--- src/rtl/rtmr_pkg.sv ---
`timescale 1ns/1ps
package rtmr_pkg;

  typedef enum logic [1:0] {
    REG_CTRL  = 2'd0,
    REG_COUNT = 2'd1,
    REG_REL1  = 2'd2,
    REG_REL2  = 2'd3
  } regSel_e;

  localparam int B_START  = 0;
  localparam int B_RUN    = 1;
  localparam int B_UF     = 2;
  localparam int B_IRQEN  = 3;
  localparam int B_PERIOD = 4;
  localparam int B_OUTLV  = 5;
  localparam int SEL_LO   = 10;
  localparam int SEL_HI   = 12;

  // strobes from a channel's control to its datapath
  typedef struct packed {
    logic wrCount;
    logic wrRel1;
    logic wrRel2;
    logic loadRel1;
    logic dec;
  } rtmrStrobe_t;

endpackage

--- src/rtl/rtmr_datapath.sv ---
`timescale 1ns/1ps
module rtmr_datapath
  import rtmr_pkg::*;
#(
  parameter int CNT_W = 32
) (
  input  logic             clk,
  input  logic             rstN,
  input  rtmrStrobe_t      strobe,
  input  logic [CNT_W-1:0] wdata,
  output logic [CNT_W-1:0] count,
  output logic [CNT_W-1:0] rel1,
  output logic [CNT_W-1:0] rel2,
  output logic             countZero
);

  always_ff @(posedge clk or negedge rstN) begin
    if (!rstN) begin
      count <= '0;
      rel1  <= '0;
      rel2  <= '0;
    end else begin
      if (strobe.wrRel1) rel1 <= wdata;
      if (strobe.wrRel2) rel2 <= wdata;
      if (strobe.wrCount)       count <= wdata;
      else if (strobe.loadRel1) count <= rel1;
      else if (strobe.dec)      count <= count - CNT_W'(1);
    end
  end

  assign countZero = (count == '0);

  AST_LOAD_REL: assert property (@(posedge clk) disable iff (!rstN)
    (strobe.loadRel1 && !strobe.wrCount) |=> (count == $past(rel1)));

  AST_DEC_ONE: assert property (@(posedge clk) disable iff (!rstN)
    (strobe.dec && !strobe.loadRel1 && !strobe.wrCount) |=>
      (count == $past(count) - CNT_W'(1)));

  AST_ZERO_HOLD: assert property (@(posedge clk) disable iff (!rstN)
    (countZero && !strobe.loadRel1 && !strobe.wrCount) |=> countZero);

endmodule

--- src/rtl/rtmr_ctrl.sv ---
`timescale 1ns/1ps
module rtmr_ctrl
  import rtmr_pkg::*;
#(
  parameter int DATA_W = 32,
  parameter int DIV_A  = 2,
  parameter int DIV_B  = 8,
  parameter int DIV_C  = 32,
  parameter int DIV_D  = 64
) (
  input  logic              clk,
  input  logic              rstN,
  input  logic              chWr,
  input  logic [1:0]        regSel,
  input  logic [DATA_W-1:0] wdata,
  input  logic              countZero,
  output rtmrStrobe_t       strobe,
  output logic [DATA_W-1:0] ctrlRead,
  output logic              irq
);

  localparam int DIV_AB  = (DIV_A > DIV_B) ? DIV_A : DIV_B;
  localparam int DIV_CD  = (DIV_C > DIV_D) ? DIV_C : DIV_D;
  localparam int DIV_MAX = (DIV_AB > DIV_CD) ? DIV_AB : DIV_CD;
  localparam int PRE_W   = $clog2(DIV_MAX);

  logic [2:0]       clkSel, clkSelN;
  logic             outLvl, outLvlN;
  logic             perEn, perEnN;
  logic             irqEn, irqEnN;
  logic             ufFlag, ufFlagN;
  logic             runEn, runEnN;
  logic [PRE_W-1:0] preCnt;
  logic [PRE_W-1:0] divLimit;
  logic             ctrlWrite, start, tick, underflow;

  logic unusedWdata;
  assign unusedWdata = ^{wdata[DATA_W-1:SEL_HI+1], wdata[SEL_LO-1:B_OUTLV+1]};

  assign ctrlWrite = chWr && (regSel == REG_CTRL);
  assign start     = ctrlWrite && wdata[B_START] && wdata[B_RUN];

  always_comb begin
    case (clkSel)
      3'd1:    divLimit = PRE_W'(DIV_B - 1);
      3'd2:    divLimit = PRE_W'(DIV_C - 1);
      3'd3:    divLimit = PRE_W'(DIV_D - 1);
      default: divLimit = PRE_W'(DIV_A - 1);
    endcase
  end

  assign tick      = runEn && (preCnt == divLimit);
  assign underflow = tick && countZero;

  always_ff @(posedge clk or negedge rstN) begin
    if (!rstN)                       preCnt <= '0;
    else if (!runEn || start || tick) preCnt <= '0;
    else                             preCnt <= preCnt + PRE_W'(1);
  end

  // control field next state: bus write wins, except the flag, where a set wins
  always_comb begin
    clkSelN = clkSel;
    outLvlN = outLvl;
    perEnN  = perEn;
    irqEnN  = irqEn;
    ufFlagN = ufFlag;
    runEnN  = runEn;
    if (underflow) begin
      ufFlagN = 1'b1;
      outLvlN = ~outLvl;
      if (!perEn) runEnN = 1'b0;
    end
    if (ctrlWrite) begin
      clkSelN = wdata[SEL_HI:SEL_LO];
      outLvlN = wdata[B_OUTLV];
      perEnN  = wdata[B_PERIOD];
      irqEnN  = wdata[B_IRQEN];
      runEnN  = wdata[B_RUN];
      ufFlagN = (ufFlag && wdata[B_UF]) || underflow;
    end
  end

  always_ff @(posedge clk or negedge rstN) begin
    if (!rstN) begin
      clkSel <= '0;
      outLvl <= 1'b0;
      perEn  <= 1'b0;
      irqEn  <= 1'b0;
      ufFlag <= 1'b0;
      runEn  <= 1'b0;
    end else begin
      clkSel <= clkSelN;
      outLvl <= outLvlN;
      perEn  <= perEnN;
      irqEn  <= irqEnN;
      ufFlag <= ufFlagN;
      runEn  <= runEnN;
    end
  end

  always_comb begin
    strobe.wrCount  = chWr && (regSel == REG_COUNT);
    strobe.wrRel1   = chWr && (regSel == REG_REL1);
    strobe.wrRel2   = chWr && (regSel == REG_REL2);
    strobe.loadRel1 = start || (underflow && perEn);
    strobe.dec      = tick && !countZero;
  end

  always_comb begin
    ctrlRead                = '0;
    ctrlRead[SEL_HI:SEL_LO] = clkSel;
    ctrlRead[B_OUTLV]       = outLvl;
    ctrlRead[B_PERIOD]      = perEn;
    ctrlRead[B_IRQEN]       = irqEn;
    ctrlRead[B_UF]          = ufFlag;
    ctrlRead[B_RUN]         = runEn;
  end

  assign irq = ufFlag && irqEn;

  AST_UF_SET: assert property (@(posedge clk) disable iff (!rstN)
    underflow |=> ufFlag);

  AST_ONESHOT_STOP: assert property (@(posedge clk) disable iff (!rstN)
    (underflow && !perEn && !ctrlWrite) |=> !runEn);

  AST_PRESCALE_GAP: assert property (@(posedge clk) disable iff (!rstN)
    tick |=> !tick);

  AST_UF_CLEAR: assert property (@(posedge clk) disable iff (!rstN)
    (ctrlWrite && !wdata[B_UF] && !underflow) |=> !ufFlag);

  AST_STOP_IRQ: assert property (@(posedge clk) disable iff (!rstN)
    (ctrlWrite && (wdata == '0)) |=> (!irq && !runEn));

endmodule

--- src/rtl/duo_reload_timer.sv ---
`timescale 1ns/1ps
module duo_reload_timer
  import rtmr_pkg::*;
#(
  parameter int NUM_CH = 2,
  parameter int ADDR_W = 5,
  parameter int DATA_W = 32,
  parameter int DIV_A  = 2,
  parameter int DIV_B  = 8,
  parameter int DIV_C  = 32,
  parameter int DIV_D  = 64
) (
  input  logic              clk,
  input  logic              rstN,
  input  logic              busSel,
  input  logic              busWrite,
  input  logic [ADDR_W-1:0] busAddr,
  input  logic [DATA_W-1:0] busWdata,
  output logic [DATA_W-1:0] busRdata,
  output logic [NUM_CH-1:0] irq
);

  localparam int CH_W = ADDR_W - 4;

  logic [CH_W-1:0]   chIdx;
  logic [1:0]        regSel;
  logic              addrOk;
  logic [DATA_W-1:0] chRead [NUM_CH];

  assign chIdx  = busAddr[ADDR_W-1:4];
  assign regSel = busAddr[3:2];
  assign addrOk = (busAddr[1:0] == 2'b00);

  for (genvar g = 0; g < NUM_CH; g++) begin : gCh
    rtmrStrobe_t       strobe;
    logic              chWr, countZero;
    logic [DATA_W-1:0] ctrlRd, count, rel1, rel2;

    assign chWr = busSel && busWrite && addrOk && (chIdx == CH_W'(g));

    rtmr_ctrl #(
      .DATA_W(DATA_W), .DIV_A(DIV_A), .DIV_B(DIV_B), .DIV_C(DIV_C), .DIV_D(DIV_D)
    ) uCtrl (
      .clk(clk), .rstN(rstN), .chWr(chWr), .regSel(regSel), .wdata(busWdata),
      .countZero(countZero), .strobe(strobe), .ctrlRead(ctrlRd), .irq(irq[g])
    );

    rtmr_datapath #(.CNT_W(DATA_W)) uDp (
      .clk(clk), .rstN(rstN), .strobe(strobe), .wdata(busWdata),
      .count(count), .rel1(rel1), .rel2(rel2), .countZero(countZero)
    );

    always_comb begin
      case (regSel)
        REG_CTRL:  chRead[g] = ctrlRd;
        REG_COUNT: chRead[g] = count;
        REG_REL1:  chRead[g] = rel1;
        default:   chRead[g] = rel2;
      endcase
    end
  end

  always_comb begin
    busRdata = '0;
    for (int c = 0; c < NUM_CH; c++) begin
      if (addrOk && (chIdx == CH_W'(c))) busRdata = chRead[c];
    end
  end

endmodule

--- config.mk ---
export PLATFORM = sky130hd
export DESIGN_NAME = duo_reload_timer
export DESIGN_NICKNAME = d
export VERILOG_FILES = /design/src/rtl/rtmr_pkg.sv /design/src/rtl/rtmr_datapath.sv /design/src/rtl/rtmr_ctrl.sv /design/src/rtl/duo_reload_timer.sv
export SDC_FILE = /design/constraint.sdc
export NUM_CORES = 1
export LEC_CHECK = 0
export BUFFER_PORTS_ARGS = -buffer_cell sky130_fd_sc_hd__buf_2
export CAP_MARGIN = 40
export CORE_MARGIN = 1
export CORE_UTILIZATION = 40
export DETAILED_ROUTE_END_ITERATION = 8
export HOLD_SLACK_MARGIN = 0.03
export PLACE_DENSITY = 0.63
export SETUP_SLACK_MARGIN = 0.1
export SYNTH_ARGS = -nofsm -noshare
export SYNTH_HDL_FRONTEND = slang
export SYNTH_HIERARCHICAL = 1
export SYNTH_SLANG_ARGS = --single-unit
--- constraint.sdc ---
create_clock -name clk -period 4.15 [get_ports clk]
set_input_delay 0.83 -clock clk [delete_from_list [all_inputs] [get_ports clk]]
set_output_delay 0.83 -clock clk [all_outputs]
set_load 0.01 [all_outputs]
==> impl_metrics.ini <==
[status]
status = finished clean

[clock_network]
clk_latency_ps = 530
clkSinkCount = 220
ctsResizeCount = 0
cts_tree = built
path_clk_slew_ps = 60
cts_setup_buffers = 0
cts_hold_buf = 0
cts-htree-levels = 1
clock_path_buffers = 3
numCtsBuffers = 25
root_buffer = clkbuf_16

[global_routing]
track_usage_pct = 22.4
grt_pass1_vias = 10100
grt_pass1_wl_mm = 59.2
antenna_found_initial = 0
grt_overflow = 0
grt_max_degree = 97

[floorplan]
start_util_pct = 40.8
chipWidth_um = 185
rows = 66
die_area_mm2 = 0.0341
core_area_mm2 = 0.0327
fp.dieH_um = 185
io_pins = 75

[placed_design]
io_buffers = 74
placed_area_mm2 = 0.0140
gp_congestion = 0.824
hpwlAfterDp_mm = 25.4

[yosys]
ys_types = 61
async_flop_share_pct = 100
synthTopCellsByArea = dfrtp_1, mux2_2, mux2i_1
synthTopCellsByCount = dfrtp_1, mux2i_1, mux2_2
synthCells = 1300
synth_warnings = 6
ys_ff_latch = 220
ys_seq_area_share_pct = 41.3
synth_area_leader_cell = dfrtp_1
netlist_area_mm2 = 0.0133
ys.flop_type = dfrtp_1
postSynthAreaPerCell_um2 = 10.3
synth_top_area_share_pct = 41.3
synth_edf_count = 0
yosysMostFrequentCell = dfrtp_1

[route]
drtPass1Iterations = 5
drtIter0Drc = 624
routed-via-count = 10100
wl_per_cell_um = 20.7
totalWireLength_mm = 37.2
antenna_left = 0
via_per_inst = 5.60
drcViolationCount = 0

[setup_path]
startpoint_type = register
endpoint_kind = register
path_class = reg -> reg
crit_arrival_ps = 3920
cp_data_required_time_ps = 4580
cp_max_fo = 16

[layout]
drive_above_1_share_pct = 23.0
finalNetCount = 1382
ff_latch_area_mm2 = 0.00551
stdcell_area_mm2 = 0.0148
multi_input_area_mm2 = 0.00712
area_growth_pct = 10.6
fillers = 3183
n_antenna_cell = 0

[timing]
fmax_mhz = 287
finalClockSkew_ps = 15.3
finalHoldViolCount = 0
slew_headroom_pct = 44.1
setup_viol = 0
tightest_slew_ps = 838
rsz0062_at_grt = no
slew_viol_final = 0
layout_min_cycle_time_ps = 3490
setup_tns_ps = 0
fin_crit_sh_pct = 84.0

[hold_path]
worstHoldPathType = in -> async

[pwr]
leakagePower_uw = 0.00657
p_per_area_mw_per_mm2 = 454
ir_drop_uv = 297

[flow_run]
maxCapViolCount = 0
-- cell usage in the layout, fill, tap and decap left out, drive strengths merged, types with 4 or more instances in the layout --
cell type	netlist	routed
mux2i	134	134
nand3	9	9
a21oi	69	69
or4	6	6
nor2	63	63
or3	9	9
a211oi	4	4
inv	16	17
xnor2	49	49
nor4b	4	4
dfrtp	220	220
nand3b	4	4
nor3b	48	48
xor2	16	16
and2	5	5
or2	35	35
nand2b	6	6
o21ai	32	32
ha	4	4
buf	103	112
clkinv	0	5
nor3	18	18
mux2	134	134
o22ai	68	68
clkbuf	45	37
conb	2	48
nor4	25	25
nand2	100	100
nand4b	6	6
o221ai	38	38
-- where the power goes --
group / switching [uW] / total, uW / internal, uW
registers: 447 / 2970 / 2520
logic: 862 / 1670 / 806
clock network: 875 / 2070 / 1190
total: 2180 / 6700 / 4520
-- registers in the layout (all words and copies together) (netlist names) --
signal and cells:
gCh.uDp/count 64, gCh.uDp/rel1 64, gCh.uDp/rel2 64, gCh.uCtrl/preCnt 12
gCh.uCtrl/clkSel 6, gCh.uCtrl/irqEn 2, gCh.uCtrl/outLvl 2, gCh.uCtrl/perEn 2
gCh.uCtrl/runEn 2, gCh.uCtrl/ufFlag 2
-- area by class of cell --
type / count / area share [%]
multi-input cells: 962 / 48.3
flip-flops and latches: 220 / 37.3
repair buffers: 112 / 5.15
clock buffers: 37 / 4.88
well taps: 442 / 3.75
inverters: 16 / 0.407
clock inverters: 6 / 0.229
-- worst max-delay path, stage by stage (launching register included) --
cell and delay, ps:
dfrtp_1 420, nand2b_1 180, or4_1 520, a311o_1 450
nor2_2 600, buf_4 380, nand2_1 360, buf_12 280
o221ai_1 170
-- per-stage QoR --
step	std cells	worst slack, ps	hold WS, ps	total power, uW	utilization [%]
global placement	1751	699	477	4600	42.8
detailed placement	1752	680	484	4650	42.8
global route	1795	402	382	7060	45.1
floorplan	1346	967	448	4150	-
CTS	1795	663	362	6740	45.1
finish	1795	662	305	6700	45.1
-- per-layer routing --
layer	global-route usage [%]	wire, um
met1	30.6	16700
met2	38.1	18200
met3	2.17	1590
met4	5.45	759
met5	0	0
-- final timing paths --
path,start,to,slack [ps],cells after the start
worst min-delay path,rstN,gCh[0].uCtrl/outLvl$_DFFE_PN0P_,310,1
max in group asynchronous,rstN,gCh[0].uDp/count[13]$_DFFE_PN0P_,2810,2
worst max register to register,gCh[1].uCtrl/clkSel[2]$_DFFE_PN0N_,gCh[1].uDp/count[19]$_DFFE_PN0P_,660,8
worst min register to register,gCh[1].uCtrl/irqEn$_DFFE_PN0N_,gCh[1].uCtrl/irqEn$_DFFE_PN0N_,500,2
min in group clk,gCh[1].uCtrl/irqEn$_DFFE_PN0N_,gCh[1].uCtrl/irqEn$_DFFE_PN0N_,500,2
worst max-delay path,gCh[1].uCtrl/clkSel[2]$_DFFE_PN0N_,gCh[1].uDp/count[19]$_DFFE_PN0P_,660,8
-- kinds of logic (layout without fill, tap and decap cells) --
family | count (synthesis) | after routing | share of synthesized area, %
xor+xnor | 65 | 65 | 4.27
other cells | 2 | 48 | 0.0563
fa+ha+maj | 4 | 4 | 0.375
flops | 220 | 220 | 41.3
simple gates | 353 | 353 | 15.0
buf+inv | 164 | 171 | 6.87
compound gates | 224 | 224 | 10.7
mux | 268 | 268 | 21.4
(Power assumes the default switching activity.)
